$ cat config.mk
export PLATFORM = sky130hd
export DESIGN_NAME = mp_uart_tx
export DESIGN_NICKNAME = d
export VERILOG_FILES = /design/src/rtl/mptx_pkg.sv /design/src/rtl/mptx_hold.sv /design/src/rtl/mptx_shift.sv /design/src/rtl/mp_uart_tx.sv
export SDC_FILE = /design/constraint.sdc
export NUM_CORES = 1
export LEC_CHECK = 0
export ABC_AREA = 1
export BUFFER_PORTS_ARGS = -buffer_cell sky130_fd_sc_hd__buf_4
export CAP_MARGIN = 0
export CORE_MARGIN = 4
export CORE_UTILIZATION = 31
export CTS_BUF_LIST = sky130_fd_sc_hd__clkbuf_16
export DETAILED_ROUTE_END_ITERATION = 7
export PLACE_DENSITY = 0.54
export SETUP_SLACK_MARGIN = 0.4
export SYNTH_ARGS = -nofsm -noshare
export SYNTH_HDL_FRONTEND = slang
export SYNTH_SLANG_ARGS = --single-unit
$ cat constraint.sdc
create_clock -name clk -period 3.7 [get_ports clk]
set_clock_uncertainty 0.1 [all_clocks]
set_input_delay 0 -clock clk [delete_from_list [all_inputs] [get_ports clk]]
set_output_delay 0 -clock clk [all_outputs]
set_load 0.01 [all_outputs]
$ cat src/rtl/mptx_pkg.sv
package mptx_pkg;

  typedef struct packed {
    logic seven;     // 7 data bits instead of DW
    logic two_stop;  // two stop bits instead of one
  } fmt_t;

  // number of line bits in one frame: start + data + mp bit + stops
  function automatic int unsigned frame_bits(input int unsigned dw,
                                             input logic seven,
                                             input logic two_stop);
    return 1 + (seven ? dw - 1 : dw) + 1 + (two_stop ? 2 : 1);
  endfunction

endpackage

$ cat src/rtl/mptx_hold.sv
module mptx_hold #(
  parameter int DW = 8
) (
  input  logic          clk,
  input  logic          rst,
  input  logic          wr,
  input  logic          clr,
  input  logic          take,
  input  logic [DW-1:0] wdata,
  input  logic          wmpb,
  output logic [DW-1:0] hdata,
  output logic          hmpb,
  output logic          empty
);

  always_ff @(posedge clk) begin
    if (rst) begin
      hdata <= '0;
      hmpb  <= 1'b0;
      empty <= 1'b1;
    end else begin
      // the host may only load while the flag is set
      if (wr && empty) begin
        hdata <= wdata;
        hmpb  <= wmpb;
      end
      // take needs empty=0 and clr acts only on empty=1: never both
      if (take)
        empty <= 1'b1;
      else if (clr && empty)
        empty <= 1'b0;
    end
  end

endmodule

$ cat src/rtl/mptx_shift.sv
module mptx_shift
  import mptx_pkg::*;
#(
  parameter int DW = 8
) (
  input  logic          clk,
  input  logic          rst,
  input  logic          tick,
  input  logic          en,
  input  logic          brk,
  input  logic          pending,
  input  logic [DW-1:0] hdata,
  input  logic          hmpb,
  input  fmt_t          fmt,
  output logic          take,
  output logic          txd
);

  localparam int FW = DW + 4;            // start + DW data + mp + 2 stops
  localparam int CW = $clog2(FW + 1);

  logic [FW-1:0] sh_q;
  logic [CW-1:0] left_q;
  logic          txd_q;
  logic [FW-1:0] frame;
  logic [CW-1:0] flen;

  // frame image, bit 0 leaves first; unused upper stop slots are 1
  always_comb begin
    if (fmt.seven)
      frame = {3'b111, hmpb, hdata[DW-2:0], 1'b0};
    else
      frame = {2'b11, hmpb, hdata, 1'b0};
    flen = CW'(frame_bits(DW, fmt.seven, fmt.two_stop));
  end

  assign take = tick && en && (left_q == '0) && pending;

  always_ff @(posedge clk) begin
    if (rst) begin
      sh_q   <= '1;
      left_q <= '0;
      txd_q  <= 1'b1;
    end else if (!en) begin
      sh_q   <= '1;
      left_q <= '0;
      txd_q  <= brk;
    end else if (take) begin
      txd_q  <= frame[0];
      sh_q   <= {1'b1, frame[FW-1:1]};
      left_q <= flen - 1'b1;
    end else if (tick && (left_q != '0)) begin
      txd_q  <= sh_q[0];
      sh_q   <= {1'b1, sh_q[FW-1:1]};
      left_q <= left_q - 1'b1;
    end else if (left_q == '0) begin
      txd_q  <= 1'b1;
    end
  end

  assign txd = txd_q;

endmodule

$ cat src/rtl/mp_uart_tx.sv
module mp_uart_tx
  import mptx_pkg::*;
#(
  parameter int DW = 8
) (
  input  logic          clk,
  input  logic          rst,
  input  logic          baud_tick,
  input  logic          tx_en,
  input  logic          brk_val,
  input  logic          wr_en,
  input  logic [DW-1:0] wr_byte,
  input  logic          wr_mpb,
  input  logic          clr_empty,
  input  logic [1:0]    fmt_sel,
  output logic          tx_empty,
  output logic          txd
);

  logic [DW-1:0] hdata;
  logic          hmpb;
  logic          take;
  fmt_t          fmt;

  assign fmt = fmt_t'(fmt_sel);

  mptx_hold #(.DW(DW)) u_hold (
    .clk   (clk),
    .rst   (rst),
    .wr    (wr_en),
    .clr   (clr_empty),
    .take  (take),
    .wdata (wr_byte),
    .wmpb  (wr_mpb),
    .hdata (hdata),
    .hmpb  (hmpb),
    .empty (tx_empty)
  );

  mptx_shift #(.DW(DW)) u_shift (
    .clk     (clk),
    .rst     (rst),
    .tick    (baud_tick),
    .en      (tx_en),
    .brk     (brk_val),
    .pending (!tx_empty),
    .hdata   (hdata),
    .hmpb    (hmpb),
    .fmt     (fmt),
    .take    (take),
    .txd     (txd)
  );

endmodule

==> metrics, run 1 <==
status=completed; Min Hold Slack=13.4 ps; Starting Density=33.3%; Reg2Reg Setup Slack=1990 ps; GR met1 Demand/Resource=15.2%; pin count of the biggest net entering global routing=18; biggest area consumer among synthesized cells=dfxtp_1; clock tree sinks=24; Layout Cells excl Fill=262; max_slew headroom=between 60% and 70%; I/O Buffers=19; Crit. End Element=flop; minimum clock period=1710 ps; std cell rows=23; Placement Setup Slack=1990 ps; final worst slack=1990 ps; Clock transition at path regs=70 ps; Antenna Violating Nets Remaining=0; Worst Hold Class=in2reg; # DRC=0; Worst-Skew Late Latency=around 260 ps; syn_nets=205; Avg WL per Cell=between 10 and 15 um; met3 usage=2.54%; cells after synthesis=183; full die area=around 5600 sq um; Clk pwr share=between 40% and 50%; Sw Pwr=between 150 and 200 uW; Post-CTS Setup Inserts=0; Placed Instances=246; Sw Share=25.5%; Worst IR Drop VDD=~0.17 mV; DP HPWL=2.00 mm; root buf cell=clkbuf_16; sequential share of the synthesized area=34.8%; DR pass1 iterations=4; crit-path max FO=13; Tcrit/Tclk final=a little under half; Max Clock Freq=between 500 and 600 MHz; Finished Core Util=42.2%; area delta synth->final=27.0%; Pint=552 uW; post-synthesis adder-cell area fraction=3.63%; share of layout cells above drive strength 1=25.0%; Slew Limit Fails=0; Hold Vio Cnt, Final=0; xor and xnor fraction of the mapped netlist area=0.635%; routed vias/inst=4.58; vias=1201; met2 Use GR=between 10% and 20%; setup tns final=0 ps; htree depth=1; maxcap violations=0; Distinct cells, synth=27; Comb pwr share=19.6%; initial antenna violation count=0; Finish-stage setup viols=0; CTS max path bufs=2; n_diodes=0; Die X=74.7 um; Flop pwr share=38.3%; TritonCTS clock tree=built; Total Routing Usage GR=between 10% and 20%; #FFs+latches synth=24; Final nets=235; Pwr Total=741 uW; die height=74.7 um; Synth Area in Compound Gates=15.9%; hold_buf cts=12; RSZ-0062 raised after global routing=false; area of placed instances=around 1500 sq um; mapped cell area=1380 sq um; CTS Buf Count=3; Crit Path Class=reg2reg; top cell type's share of synthesized area=34.8%; PwrDens=423 nW/um^2; routed wire length=2.76 mm; First DRT Iteration DRCs=28; largest family of logic cells by synthesized area=simple AND/OR/NAND/NOR gates; Fillers=467; busiest grt layer=met2; cells resized by post-CTS repair=0; Synth Area in Simple Gates=31.8%; cell area after layout=1750 sq um; Worst-Margin Slew=557 ps; Mean Syn Cell Area=around 7.5 sq um; mux share of post-synthesis cell area=0%; first-pass GRT wire length=4.80 mm; crit path launch type=flop; Yosys Warn Count=0; Ports=20; Crit path required time=3740 ps; CP Data Arrival Time=between 1500 and 2000 ps; Leakage=between 0.8 and 0.9 nW; number of global-route vias before repair=1087; RePlAce Congestion=roughly 0.73; CORE AREA=4140 sq um; top cells by area in the synthesized netlist=dfxtp_1 (35%), nand2_1 (11%), inv_1 (8.2%); GRT overflow=0
==> cell usage after synthesis <==
cell / n
a31oi_1: 1
buf_2: 2
nor2_4: 2
o21ai_1: 2
nand3_4: 2
nand2_4: 2
xor2_1: 1
buf_8: 2
inv_2: 2
o211ai_2: 7
nand2_2: 10
nand3_1: 14
inv_1: 30
nand4_1: 1
clkinv_1: 1
nand2_1: 39
ha_1: 4
o21ai_0: 10
a21oi_1: 10
nor2_1: 7
nand3b_1: 1
nor2_2: 3
buf_4: 1
buf_6: 1
dfxtp_1: 24
o211ai_1: 2
nand3_2: 2
==> cell usage in the layout, fill, tap and decap left out, types with 4 or more instances in the layout <==
cell type | Yosys | layout
o211ai_2 | 7 | 7
o21ai_0 | 10 | 10
dfxtp_1 | 24 | 24
nand3_1 | 14 | 14
a21oi_1 | 10 | 10
nand2_1 | 39 | 39
nor2_1 | 7 | 7
dlygate4sd3_1 | 0 | 12
nand2_2 | 10 | 10
ha_1 | 4 | 4
buf_4 | 1 | 19
inv_1 | 30 | 30
==> state kept, by name (all words and copies together), names as in the netlist <==
register / cells
u_shift.txd: 1
u_hold.empty: 1
u_hold.hdata: 8
u_shift.left_q: 4
u_hold.hmpb: 1
u_shift.sh_q: 9
==> worst max-delay path, cell delays in order, from the launching register on <==
cell     delay [ps]
dfxtp_1         330
inv_1            90
ha_1            270
nand3_4         140
nor2_4          360
nand2_1         160
nand2_1          90
a21oi_1          60
==> logic make-up after synthesis <==
group | Yosys count
buffers and inverters | 39
XOR/XNOR | 1
flip-flops | 24
AND/OR/NAND/NOR | 83
adder cells (fa/ha/maj) | 4
AO/OA/AOI/OAI | 32
==> routing by layer <==
metal	share of wire (%)	routed length [um]
met2	45	1240
met5	0	0
met1	48	1340
met3	4.9	134
met4	1.6	43
==> layout make-up <==
type / count / area, sq um / area share [%]
clock buffer: 3 / 75.1 / 4.29
clock inverter: 1 / 30.0 / 1.72
inverter: 33 / 124 / 7.08
multi-input combinational: 120 / 716 / 40.9
sequential: 24 / 480 / 27.4
tap: 50 / 62.6 / 3.57
timing repair buffer: 31 / 263 / 15.0
==> power by group through the flow <==
stage / clock network (mW) / registers, mW / logic, mW
final: 0.312 / 0.284 / 0.145
after global placement: 0 / 0.290 / 0.135
after floorplan: 0 / 0.289 / 0.108
after CTS: 0.317 / 0.284 / 0.147
after detailed placement: 0 / 0.290 / 0.136
after global routing: 0.327 / 0.285 / 0.163
==> path summary, 6_finish.rpt <==
kind	from	end	depth (start not counted)
hold reg to reg	u_hold.hdata[3]$_SDFFE_PP0P_	u_hold.hdata[3]$_SDFFE_PP0P_	2
hold / removal	brk_val	u_shift.txd$_SDFFE_PP1P_	5
setup / recovery	u_shift.left_q[0]$_SDFFE_PP0P_	u_shift.left_q[2]$_SDFFE_PP0P_	7
setup reg to reg	u_shift.left_q[0]$_SDFFE_PP0P_	u_shift.left_q[2]$_SDFFE_PP0P_	7
No activity file was read; power rests on OpenSTA's default activity.
==> run 2: changes to the inputs <==
==> constraint.sdc (replaced) <==
create_clock -name clk -period 1.7 [get_ports clk]
set_clock_uncertainty 0.1 [all_clocks]
set_input_delay 0 -clock clk [delete_from_list [all_inputs] [get_ports clk]]
set_output_delay 0 -clock clk [all_outputs]
set_load 0.01 [all_outputs]
==> run 2 against run 1 <==
Net effect:
- global-route usage is 1.3 points higher
- utilization is 5.8 points higher
- die area stayed put
- non-clock buffer count is 17 higher
- sequential cell count stayed put
- final cell count is 6.5% higher
- first-iteration DRC count is 7.1% lower
- hold slack worse by 3.8 ps
- fmax is 25% higher
- combinational power grew to 2.8 times the previous value
==> metrics, run 2 (synthesized netlist as in run 1, its figures left out) <==
# DRC=0 (unchanged); most common cell after layout, fill and taps aside=nand2_1; share of layout cells above drive strength 1=34.9% (+9.9 points); clock tree sinks=24 (unchanged); crit-path max FO=8 (-5); root buf cell=clkbuf_16; met3 usage=1.47% (-1.1 points); Final nets=252 (+7.2%); full die area=5580 sq um (unchanged); CTS max path bufs=2 (unchanged); R2R depth=8 (+1); Slew Limit Fails=0 (unchanged); GRT overflow=0 (unchanged); die height=74.7 um (unchanged); DP HPWL=2.11 mm (+5.5%); htree depth=1 (unchanged); minimum clock period=1370 ps (-339 ps); I/O Buffers=19 (unchanged); crit path buf inv count=2 (+1); Most Frequent Cell on Critical Path=nand3_2; Leakage=0.970 nW (+14%); Worst-Skew Late Latency=260 ps (about the same); Worst path max stage delay=320 ps (-40 ps); area of placed instances=1590 sq um (+4.2%); Clock transition at path regs=60 ps (about the same); Starting Density=33.3% (unchanged); GR met1 Demand/Resource=16.4% (+1.1 points); CORE AREA=4140 sq um (unchanged); FF+latch area=483 sq um (+0.52%); Hold Path Sink=u_hold.empty$_SDFFE_PP1P_; maxcap violations=0 (unchanged); status=completed; CP Data Arrival Time=1400 ps (-350 ps); Sw Pwr=441 uW (+130%); Clk pwr share=39.9% (-2.2 points); Tcrit/Tclk final=80.5% (+34 points); TritonCTS clock tree=built; first-pass GRT wire length=5.35 mm (+12%); vias=1257 (+4.7%); First DRT Iteration DRCs=26 (-7.1%); RePlAce Congestion=0.737 (+0.68%); Flop pwr share=36.4% (-1.9 points); Reg2Reg Setup Slack=330 ps (-1660 ps); area delta synth->final=44.3%; CTS Buf Count=3 (unchanged); RSZ-0062 raised after global routing=true; met2 Use GR=20.4% (+3.3 points); Multi-input gate area=786 sq um (+9.8%); crit path max-delay cell type=dfxtp_2; Fillers=415 (-11%); Finished Core Util=48.0% (+5.8 points); Crit Path Class=reg2reg; Sw Share=26.0% (+0.53 points); Pint=1.25 mW (+130%); CP delay by family, top=simple AND/OR/NAND/NOR gates; commonest non-fill, non-tap cells in the layout=nand2_1 (35), buf_4 (30), inv_1 (28), dfxtp_1 (22); Hold Vio Cnt, Final=0 (unchanged); pin count of the biggest net entering global routing=18 (unchanged); Worst IR Drop VDD=0.471 mV (+180%); PwrDens=852 nW/um^2 (+100%); Hold Path Stages=3 (-2); Avg WL per Cell=11.2 um (+5.9%); Antenna Violating Nets Remaining=0 (unchanged); crit path launch type=flop; Max Clock Freq=731 MHz (+25%); setup tns final=0 ps (unchanged); worst r2r dst=u_shift.sh_q[7]$_SDFFE_PP1P_; Worst path depth=8 (+1); Worst-Margin Slew=458 ps (-99.0 ps); std cell rows=23 (unchanged); max_slew headroom=69.4% (+6.6 points); Die X=74.7 um (unchanged); Ports=20 (unchanged); Largest register FFs=9 (unchanged); Worst Hold Class=in2reg; Finish-stage setup viols=0 (unchanged); Total Routing Usage GR=12.4% (+1.3 points); n_diodes=0 (unchanged); Hold Path Origin=rst; Crit path required time=1730 ps (-2010 ps); Comb pwr share=23.7% (+4.1 points); initial antenna violation count=0 (unchanged); number of global-route vias before repair=1186 (+9.1%); Cell Chain, Critical Path=inv_2 > ha_4 > nand3_4 > nor2_4 > buf_12 > nand2_4 > nand3_2 > nand3_2; routed vias/inst=4.51 (-1.7%); worst r2r src=u_shift.left_q[1]$_SDFFE_PP0P_; routed wire length=3.11 mm (+13%); Reg with most FFs=u_shift.sh_q; busiest grt layer=met2; Pwr Total=1.70 mW (+130%); Crit. End Element=flop; largest registers=u_shift.sh_q: 9 flops, u_hold.hdata: 8 flops, u_shift.left_q: 4 flops; cell area after layout=1990 sq um (+14%); DR pass1 iterations=4 (unchanged)
-- run 2: worst max-delay path by stage --
stage                                         startpoint                             end
final                     u_shift.left_q[1]$_SDFFE_PP0P_    u_shift.sh_q[7]$_SDFFE_PP1P_
after global routing      u_shift.left_q[0]$_SDFFE_PP0P_    u_shift.sh_q[6]$_SDFFE_PP1P_
after CTS                 u_shift.left_q[0]$_SDFFE_PP0P_    u_shift.sh_q[7]$_SDFFE_PP1P_
after detailed placement  u_shift.left_q[0]$_SDFFE_PP0P_    u_shift.sh_q[7]$_SDFFE_PP1P_
after global placement    u_shift.left_q[0]$_SDFFE_PP0P_    u_shift.sh_q[7]$_SDFFE_PP1P_
after floorplan           u_shift.left_q[0]$_SDFFE_PP0P_  u_shift.left_q[1]$_SDFFE_PP0P_
-- run 2: layout make-up --
cell class,instances,share of cell area [%]
clock buffer,3,3.77
clock inverter,1,1.51
inverter,33,6.23
multi-input combinational,120,39.5
sequential,24,24.3
tap,50,3.14
timing repair buffer,48,21.6
-- run 2: power groups by stage --
stage                     clock (mW)  combinational (mW)  sequential [mW]
after floorplan                    0               0.239            0.629
after global placement             0               0.319            0.630
after detailed placement           0               0.321            0.630
after CTS                      0.692               0.379            0.617
after global routing           0.709               0.444            0.620
final                          0.677               0.401            0.617
-- run 2: worst reg2reg max path: stages, from the launching register on --
cell and delay [ps]:
dfxtp_2 320, inv_2 70, ha_4 150, nand3_4 90, nor2_4 180, buf_12 160, nand2_4 40, nand3_2 60
nand3_2 50
-- run 2: stage by stage --
stage	setup slack, ps	hold WS, ps	instances
after global placement	209	83.5	251
final	332	9.51	279
after global routing	250	38.5	279
after floorplan	354	-30.9	183
after detailed placement	199	83.9	251
after CTS	304	9.18	277
-- run 2: metal layers --
metal	vias up	part of all wire, %
met4	0	1.1
met3	2	2.1
li1	678	-
met5	-	0
met1	563	49
met2	14	48
-- run 2: what timing repair did --
item	in CTS	in global routing
endpoints found under the setup margin	14	23
gates cloned	0	0
hold buffers	13	0
setup buffers	9	2
resized for setup	7	10
pin swaps	8	8
hold endpoints to repair	13	0
